===== src/rtl/ebd_pkg.sv =====
package ebd_pkg;
  // Strobes from the control unit to the datapath
  typedef struct packed {
    logic push;    // store one bit into the shift register
    logic bitVal;  // value of the stored bit
    logic commit;  // this bit completes a byte
  } ebdStrobes_t;
endpackage


===== src/rtl/ebd_datapath.sv =====
module ebd_datapath
  import ebd_pkg::*;
#(
  parameter int BYTE_BITS      = 8,
  parameter int TIMEOUT_CYCLES = 187,
  parameter int SYNC_STAGES    = 2
) (
  input  logic                 clk,
  input  logic                 rst,
  input  logic                 rdIn,
  input  ebdStrobes_t          strobes,
  output logic                 edgeEv,
  output logic                 timeoutEv,
  output logic [BYTE_BITS-1:0] byteOut
);
  localparam int TW = $clog2(TIMEOUT_CYCLES + 1);
  localparam logic [TW-1:0] TLAST = TW'(TIMEOUT_CYCLES - 1);

  logic [SYNC_STAGES-1:0] syncQ;
  logic                   syncPrev;
  logic [TW-1:0]          timerQ;
  logic [BYTE_BITS-1:0]   shiftQ;
  logic [BYTE_BITS-1:0]   byteQ;
  logic [BYTE_BITS-1:0]   shiftNext;

  // Synchronizer chain and edge history, reset to line-high
  always_ff @(posedge clk) begin
    if (rst) begin
      syncQ    <= '1;
      syncPrev <= 1'b1;
    end else begin
      syncQ    <= {syncQ[SYNC_STAGES-2:0], rdIn};
      syncPrev <= syncQ[SYNC_STAGES-1];
    end
  end

  assign edgeEv    = syncPrev & ~syncQ[SYNC_STAGES-1];
  assign timeoutEv = (timerQ == TLAST);

  // Bit-cell timer: restarts on any event
  always_ff @(posedge clk) begin
    if (rst || edgeEv || timeoutEv) timerQ <= '0;
    else                            timerQ <= timerQ + 1'b1;
  end

  assign shiftNext = {shiftQ[BYTE_BITS-2:0], strobes.bitVal};

  always_ff @(posedge clk) begin
    if (rst) begin
      shiftQ <= '0;
      byteQ  <= '0;
    end else if (strobes.commit) begin
      byteQ  <= shiftNext;
      shiftQ <= '0;
    end else if (strobes.push) begin
      shiftQ <= shiftNext;
    end
  end

  assign byteOut = byteQ;
endmodule


===== src/rtl/ebd_control.sv =====
module ebd_control
  import ebd_pkg::*;
#(
  parameter int BYTE_BITS = 8,
  parameter int MAX_ZEROS = 3,
  localparam int CW = $clog2(BYTE_BITS),
  localparam int ZW = $clog2(MAX_ZEROS + 1)
) (
  input  logic          clk,
  input  logic          rst,
  input  logic          edgeEv,
  input  logic          timeoutEv,
  input  logic          ack,
  output ebdStrobes_t   strobes,
  output logic          byteReady,
  output logic          overrun,
  output logic          idleState,
  output logic [CW-1:0] bitCount
);
  localparam logic [CW-1:0] CLAST = CW'(BYTE_BITS - 1);
  localparam logic [ZW-1:0] ZLAST = ZW'(MAX_ZEROS - 1);

  logic          idleQ;
  logic [ZW-1:0] zeroRunQ;
  logic [CW-1:0] countQ;
  logic          readyQ;
  logic          overrunQ;
  logic          zeroStore;
  logic          store;

  assign zeroStore = timeoutEv & ~edgeEv & ~idleQ;
  assign store     = edgeEv | zeroStore;

  always_comb begin
    strobes.push   = store;
    strobes.bitVal = edgeEv;
    strobes.commit = store && (countQ == CLAST);
  end

  // Idle tracking and zero-run length
  always_ff @(posedge clk) begin
    if (rst) begin
      idleQ    <= 1'b1;
      zeroRunQ <= '0;
    end else if (edgeEv) begin
      idleQ    <= 1'b0;
      zeroRunQ <= '0;
    end else if (zeroStore) begin
      if (zeroRunQ == ZLAST) begin
        idleQ    <= 1'b1;
        zeroRunQ <= '0;
      end else begin
        zeroRunQ <= zeroRunQ + 1'b1;
      end
    end
  end

  always_ff @(posedge clk) begin
    if (rst)                 countQ <= '0;
    else if (strobes.commit) countQ <= '0;
    else if (store)          countQ <= countQ + 1'b1;
  end

  // Host handshake and overrun
  always_ff @(posedge clk) begin
    if (rst) begin
      readyQ   <= 1'b0;
      overrunQ <= 1'b0;
    end else begin
      if (strobes.commit) readyQ <= 1'b1;
      else if (ack)       readyQ <= 1'b0;
      if (strobes.commit && readyQ && !ack) overrunQ <= 1'b1;
    end
  end

  assign byteReady = readyQ;
  assign overrun   = overrunQ;
  assign idleState = idleQ;
  assign bitCount  = countQ;
endmodule


===== src/rtl/edge_timeout_decoder.sv =====
module edge_timeout_decoder
  import ebd_pkg::*;
#(
  parameter int BYTE_BITS      = 8,
  parameter int TIMEOUT_CYCLES = 187,
  parameter int MAX_ZEROS      = 3,
  parameter int SYNC_STAGES    = 2
) (
  input  logic                 clk,
  input  logic                 rst,
  input  logic                 rdIn,
  input  logic                 ack,
  output logic [BYTE_BITS-1:0] byteOut,
  output logic                 byteReady,
  output logic                 overrun
);
  localparam int CW = $clog2(BYTE_BITS);

  ebdStrobes_t   strobes;
  logic          edgeEv;
  logic          timeoutEv;
  logic          idleState;
  logic [CW-1:0] bitCount;

  ebd_datapath #(
    .BYTE_BITS(BYTE_BITS),
    .TIMEOUT_CYCLES(TIMEOUT_CYCLES),
    .SYNC_STAGES(SYNC_STAGES)
  ) u_dp (
    .clk(clk), .rst(rst), .rdIn(rdIn), .strobes(strobes),
    .edgeEv(edgeEv), .timeoutEv(timeoutEv), .byteOut(byteOut)
  );

  ebd_control #(
    .BYTE_BITS(BYTE_BITS),
    .MAX_ZEROS(MAX_ZEROS)
  ) u_ctl (
    .clk(clk), .rst(rst), .edgeEv(edgeEv), .timeoutEv(timeoutEv),
    .ack(ack), .strobes(strobes), .byteReady(byteReady),
    .overrun(overrun), .idleState(idleState), .bitCount(bitCount)
  );
endmodule


===== config.mk =====
export PLATFORM = sky130hd
export DESIGN_NAME = edge_timeout_decoder
export DESIGN_NICKNAME = d
export VERILOG_FILES = /design/src/rtl/ebd_pkg.sv /design/src/rtl/ebd_datapath.sv /design/src/rtl/ebd_control.sv /design/src/rtl/edge_timeout_decoder.sv
export SDC_FILE = /design/constraint.sdc
export NUM_CORES = 1
export LEC_CHECK = 0
export BUFFER_PORTS_ARGS = -buffer_cell sky130_fd_sc_hd__buf_4
export CORE_MARGIN = 2
export CORE_UTILIZATION = 55
export CTS_CLUSTER_SIZE = 40
export DETAILED_ROUTE_END_ITERATION = 12
export PLACE_DENSITY = 0.74
export SLEW_MARGIN = 20
export SYNTH_ARGS = -nofsm -noshare
export SYNTH_HDL_FRONTEND = slang
export SYNTH_SLANG_ARGS = --single-unit
export TNS_END_PERCENT = 30

===== constraint.sdc =====
create_clock -name clk -period 2.17 [get_ports clk]
set_input_delay 0 -clock clk [delete_from_list [all_inputs] [get_ports clk]]
set_output_delay 0 -clock clk [all_outputs]
set_load 0.005 [all_outputs]

==> results of run 1 <==
[synthesized netlist by cell type (4+ instances only)]
library cell,instances
nand2_1,19
o2111ai_1,7
nor3b_1,7
nor2_1,7
o21ai_0,5
clkbuf_1,13
nand3_1,11
a21oi_1,7
nand3b_1,9
mux2i_1,8
dfxtp_1,34
or2_2,4
or4_1,8
a41oi_1,7
ha_1,4
[power groups by stage]
stage | logic, mW | clock network [mW] | registers (mW)
6_report | 0.123 | 0.379 | 0.677
3_3_place_gp | 0.115 | 0 | 0.689
2_1_floorplan | 0.0719 | 0 | 0.686
5_1_grt | 0.139 | 0.416 | 0.681
4_1_cts | 0.123 | 0.386 | 0.676
3_5_place_dp | 0.120 | 0 | 0.691
[registers in the layout (all words and copies together), names as in the netlist]
signal and cells:
u_dp.byteOut 8, u_dp.timerQ 8, u_dp.shiftQ 7, u_ctl.bitCount 3
u_ctl.zeroRunQ 2, u_dp.syncQ 2, u_ctl.byteReady 1, u_ctl.idleState 1
u_ctl.overrun 1, u_dp.syncPrev 1
[cell families (layout without fill, tap and decap cells)]
| kind of cell | Yosys count | count (layout) | synth area share |
|---|---|---|---|
| AND/OR/NAND/NOR | 77 | 77 | 0.272 |
| multiplexers | 9 | 9 | 0.0561 |
| adder cells (fa/ha/maj) | 4 | 4 | 0.0307 |
| flip-flops | 34 | 34 | 0.418 |
| buffers and inverters | 21 | 36 | 0.0584 |
| XOR/XNOR | 3 | 3 | 0.0161 |
| AO/OA/AOI/OAI | 33 | 33 | 0.149 |
[worst max-delay path: stages (launching register included)]
cell and delay (ns):
dfxtp_1 0.39, or4b_4 0.63, o21a_1 0.35, buf_4 0.22, mux2i_1 0.18
[area by class of cell]
class / count / area, sq um / share of cell area
Inverter: 4 / 15.0 / 0.00817
Sequential cell: 34 / 681 / 0.371
Clock inverter: 2 / 12.5 / 0.00681
Multi-Input combinational cell: 126 / 853 / 0.465
Timing Repair Buffer: 24 / 185 / 0.101
Clock buffer: 6 / 51.3 / 0.0279
Tap cell: 31 / 38.8 / 0.0211
[stage by stage]
stage	setup WS [ns]	area, sq um	power [mW]	hold WS [ns]	cells
6_report	0.305	1840	1.18	0.0136	227
5_1_grt	0.197	1840	1.24	0.00619	227
4_1_cts	0.300	1840	1.19	0.000823	227
3_5_place_dp	0.364	1750	0.810	0.188	217
3_3_place_gp	0.420	1750	0.803	0.187	217
2_1_floorplan	0.496	1630	0.757	0.101	181
[path summary, 6_finish.rpt]
| kind | start | to | slack, ns | cells past startpoint |
|---|---|---|---|---|
| max | u_dp.timerQ[2] | u_dp.shiftQ[6] | 0.31 | 4 |
| min | rst | u_dp.byteOut[0] | 0.01 | 2 |
| max reg2reg | u_dp.timerQ[2] | u_dp.shiftQ[6] | 0.31 | 4 |
| min reg2reg | u_dp.syncQ[0] | u_dp.syncQ[1] | 0.43 | 1 |
[routing by layer]
layer | global-route usage | up-vias | share of wire
li1 | - | 701 | -
met1 | 0.272 | 684 | 0.45
met2 | 0.384 | 50 | 0.49
met3 | 0.0813 | 5 | 0.044
met4 | 0.0831 | 0 | 0.013
met5 | 0 | - | 0
==> results_dict.tcl, run 1 <==
set metrics [dict create \
    critPathMaxFanout 20 \
    cts_setup_buffers 0 \
    ys_async_sr_fraction 0 \
    yosys_warnings 0 \
    grtUsageTotal 0.230 \
    avgRoutedWirePerCell_microns 15.5 \
    mostFrequentLayoutCells "34 x dfxtp_1, 22 x buf_4, 19 x nand2_1" \
    drive_above_1_share 0.184 \
    max_cap_violations 0 \
    synth_top_area_share 0.418 \
    vias 1440 \
    end_kind "flop" \
    path_clk_slew_ns 0.10 \
    cts_made_buffers 5 \
    drc 0 \
    hold_viol 0 \
    ys_ff_latch 34 \
    slew_viol_final 0 \
    irDropWorstVdd_uv 653 \
    clock_sinks 34 \
    io_pins 14 \
    relSlewSlack 0.710 \
    synth_area_sq_um 1630 \
    grt_pass1_wl_microns 5950 \
    skew_ns 0.00989 \
    worstSkewPairLatency_ns 0.35 \
    num-fill-cells 237 \
    hold_class "input pin to flop" \
    yosysSeqAreaShare 0.418 \
    clockBufferDepth 2 \
    internal_power_uw 874 \
    period_share 0.859 \
    htree_levels 2 \
    ant_nets 0 \
    die_y_microns 58.4 \
    syn_nets 189 \
    synth.distinct_cells 37 \
    grt_pass1_vias 1336 \
    post-route-min-period_ns 1.86 \
    cp-start-kind "flop" \
    comb_power_share 0.104 \
    antenna_found_initial 0 \
    synth_top_cell_by_area "dfxtp_1" \
    grt-ovfl-total 0 \
    wirelength_microns 3510 \
    syn_avg_cell_area_sq_um 9.00 \
    synth_cells 181 \
    p_sw_frac 0.259 \
    power.density_nw_per_um2 642 \
    synth_edf_count 0 \
    drt_iter0_drc 117 \
    worstMarginPinSlew_ns 0.433 \
    insertedDiodeCount 0 \
    setup_viol 0 \
    syn2layout_area_growth_pct 12.7 \
    switchingPower_uw 305 \
    std_cell_rows 19 \
    required_ns 2.43 \
    crit_arrival_ns 2.13 \
    grt_setup_unrepaired "no" \
    seqPwrFrac 0.574 \
    leakage_nw 0.689 \
    die_w_microns 58.4 \
    via_per_inst 6.34 \
    fin_util 0.660 \
    tns_ns 0 \
    numPortBuffers 13 \
    layout_commonest_cell "dfxtp_1" \
    first_pass_iters 4 \
    cts_root_buffer "clkbuf_4" \
    initial_core_util 0.586 \
    nNetsFinal 203 \
    cts_tree "done" \
    synthTopCellsByArea "dfxtp_1 42%, mux2i_1 4.9%, nand2_1 4.4%" \
    status "finished clean" \
    fmax_ghz 0.536 \
    coreArea_sq_um 2780 \
    dieArea_sq_um 3410 \
    synth-main-ff-cell "dfxtp_1" \
    criticalPathCategory "flop to flop" \
    grt_max_degree 28 \
    ctsResizeCount 0 \
    dp_hpwl_microns 2260 \
    globalplace.congestion 0.824 \
    clkPwrFrac 0.322 \
    cts_hold_buf 2 \
]
Power figures use the tool's default switching activity.
==> inputs of run 2 (changes only) <==
- CORE_ASPECT_RATIO: default -> 0.5
==> run 2 against run 1 <==
Net effect: combinational power about the same; critical path depth unchanged; sequential cell count unchanged; final cell count increased by 1.3%; die area increased by 0.77%; routed wire length decreased by 7.8%; global-route usage decreased by 1.8 points; setup slack improved by 0.035 ns; sequential share of layout area decreased by 0.10 points; critical path type unchanged; critical endpoint is now u_dp.shiftQ[3].
==> results_dict.tcl, run 2 (same netlist as run 1, synthesis figures left out) <==
set metrics [dict create \
    status "finished clean" \
    placed_area_sq_um 1750 \
    finalPower_mw 1.23 \
    ant_nets 0 \
    setup_viol 0 \
    initial_core_util 0.603 \
    post-route-min-period_ns 1.83 \
    cpMaxStageDelayCell "or4b_4" \
    cts_tree "done" \
    dp_hpwl_microns 2050 \
    criticalPathCategory "flop to flop" \
    grt_max_degree 36 \
    hold_viol 0 \
    cts_made_buffers 5 \
    relSlewSlack 0.711 \
    grtUsageTotal 0.211 \
    cts_root_buffer "clkbuf_8" \
    max_cap_violations 0 \
    die_y_microns 42.5 \
    crit_chain "or4b_4, o21a_1, buf_4, mux2i_1" \
    numPortBuffers 13 \
    setup_ws_ns 0.340 \
    slew_viol_final 0 \
    mostFrequentLayoutCells "34 x dfxtp_1, 20 x buf_4, 19 x nand2_1" \
    num-fill-cells 235 \
    grt-ovfl-total 0 \
    worstSkewPairLatency_ns 0.28 \
    globalplace.congestion 0.715 \
    vias 1360 \
    insertedDiodeCount 0 \
    via_per_inst 5.91 \
    fin_area_sq_um 1840 \
    clockBufferDepth 2 \
    drt_iter0_drc 77 \
    cp-start-kind "flop" \
    ctsResizeCount 0 \
    dieArea_sq_um 3440 \
    clock_sinks 34 \
    antenna_found_initial 0 \
    avgRoutedWirePerCell_microns 14.1 \
    critPathBufInv 1 \
    skew_ns 0.00260 \
    irDropWorstVdd_uv 367 \
    worstMarginPinSlew_ns 0.433 \
    pre_cts_slack_ns 0.360 \
    die_w_microns 81.0 \
    path_clk_slew_ns 0.06 \
    leakage_nw 0.684 \
    nNetsFinal 201 \
    required_ns 2.34 \
    wirelength_microns 3240 \
    slowest_delay_ns 0.63 \
    critPathMaxFanout 20 \
    htree_levels 2 \
    crit_arrival_ns 2.00 \
    tns_ns 0 \
    end_kind "flop" \
    io_pins 14 \
    first_pass_iters 4 \
    hold_class "input pin to flop" \
    drc 0 \
    grt_pass1_vias 1207 \
    drive_above_1_share 0.161 \
    fmax_ghz 0.547 \
    dp.cells 221 \
    layout_commonest_cell "dfxtp_1" \
    grt_pass1_wl_microns 5470 \
    syn2layout_area_growth_pct 13.1 \
    crit_family "simple AND/OR/NAND/NOR gates" \
    std_cell_rows 13 \
    power.density_nw_per_um2 668 \
    grt_setup_unrepaired "no" \
    coreArea_sq_um 2700 \
    fin_cells 230 \
    period_share 0.843 \
    cts_setup_buffers 0 \
    cts_hold_buf 2 \
]
==> run 2: area by class of cell <==
cell class                      instances  area, sq um  area share
Multi-Input combinational cell        126          853       0.463
Sequential cell                        34          681       0.370
Timing Repair Buffer                   22          170      0.0924
Clock buffer                            7         76.3      0.0414
Tap cell                               37         46.3      0.0251
Inverter                                4         15.0     0.00815
==> run 2: worst reg2reg max path, cell delays in order, from the launching register on <==
cell,delay (ns)
dfxtp_1,0.38
or4b_4,0.63
o21a_1,0.37
buf_4,0.23
mux2i_1,0.11
==> run 2: worst paths after layout <==
path	from	end	cells after the start	slack [ns]
setup reg to reg	u_dp.timerQ[2]	u_dp.shiftQ[3]	4	0.34
setup / recovery	u_dp.timerQ[2]	u_dp.shiftQ[3]	4	0.34
hold reg to reg	u_dp.syncQ[0]	u_dp.syncQ[1]	1	0.41
hold / removal	rst	u_dp.byteOut[0]	2	0.07
==> run 2: per-stage QoR <==
step / hold slack (ns) / util
global placement: 0.186 / 0.646
global route: 0.110 / 0.682
floorplan: 0.101 / -
CTS: 0.0607 / 0.682
finish: 0.0711 / 0.682
detailed placement: 0.189 / 0.646
==> run 2: where the power goes <==
group | leakage [nW] | internal [mW] | switching (mW) | total, mW
sequential | 0.277 | 0.653 | 0.0238 | 0.677
combinational | 0.368 | 0.0657 | 0.0558 | 0.121
clock | 0.0383 | 0.221 | 0.211 | 0.432
==> run 2: routing by layer <==
metal,vias up,track usage,part of all wire
met5,-,0,0
met4,0,0.105,0.013
met3,5,0.0733,0.041
met2,17,0.332,0.46
met1,639,0.258,0.49
li1,699,-,-
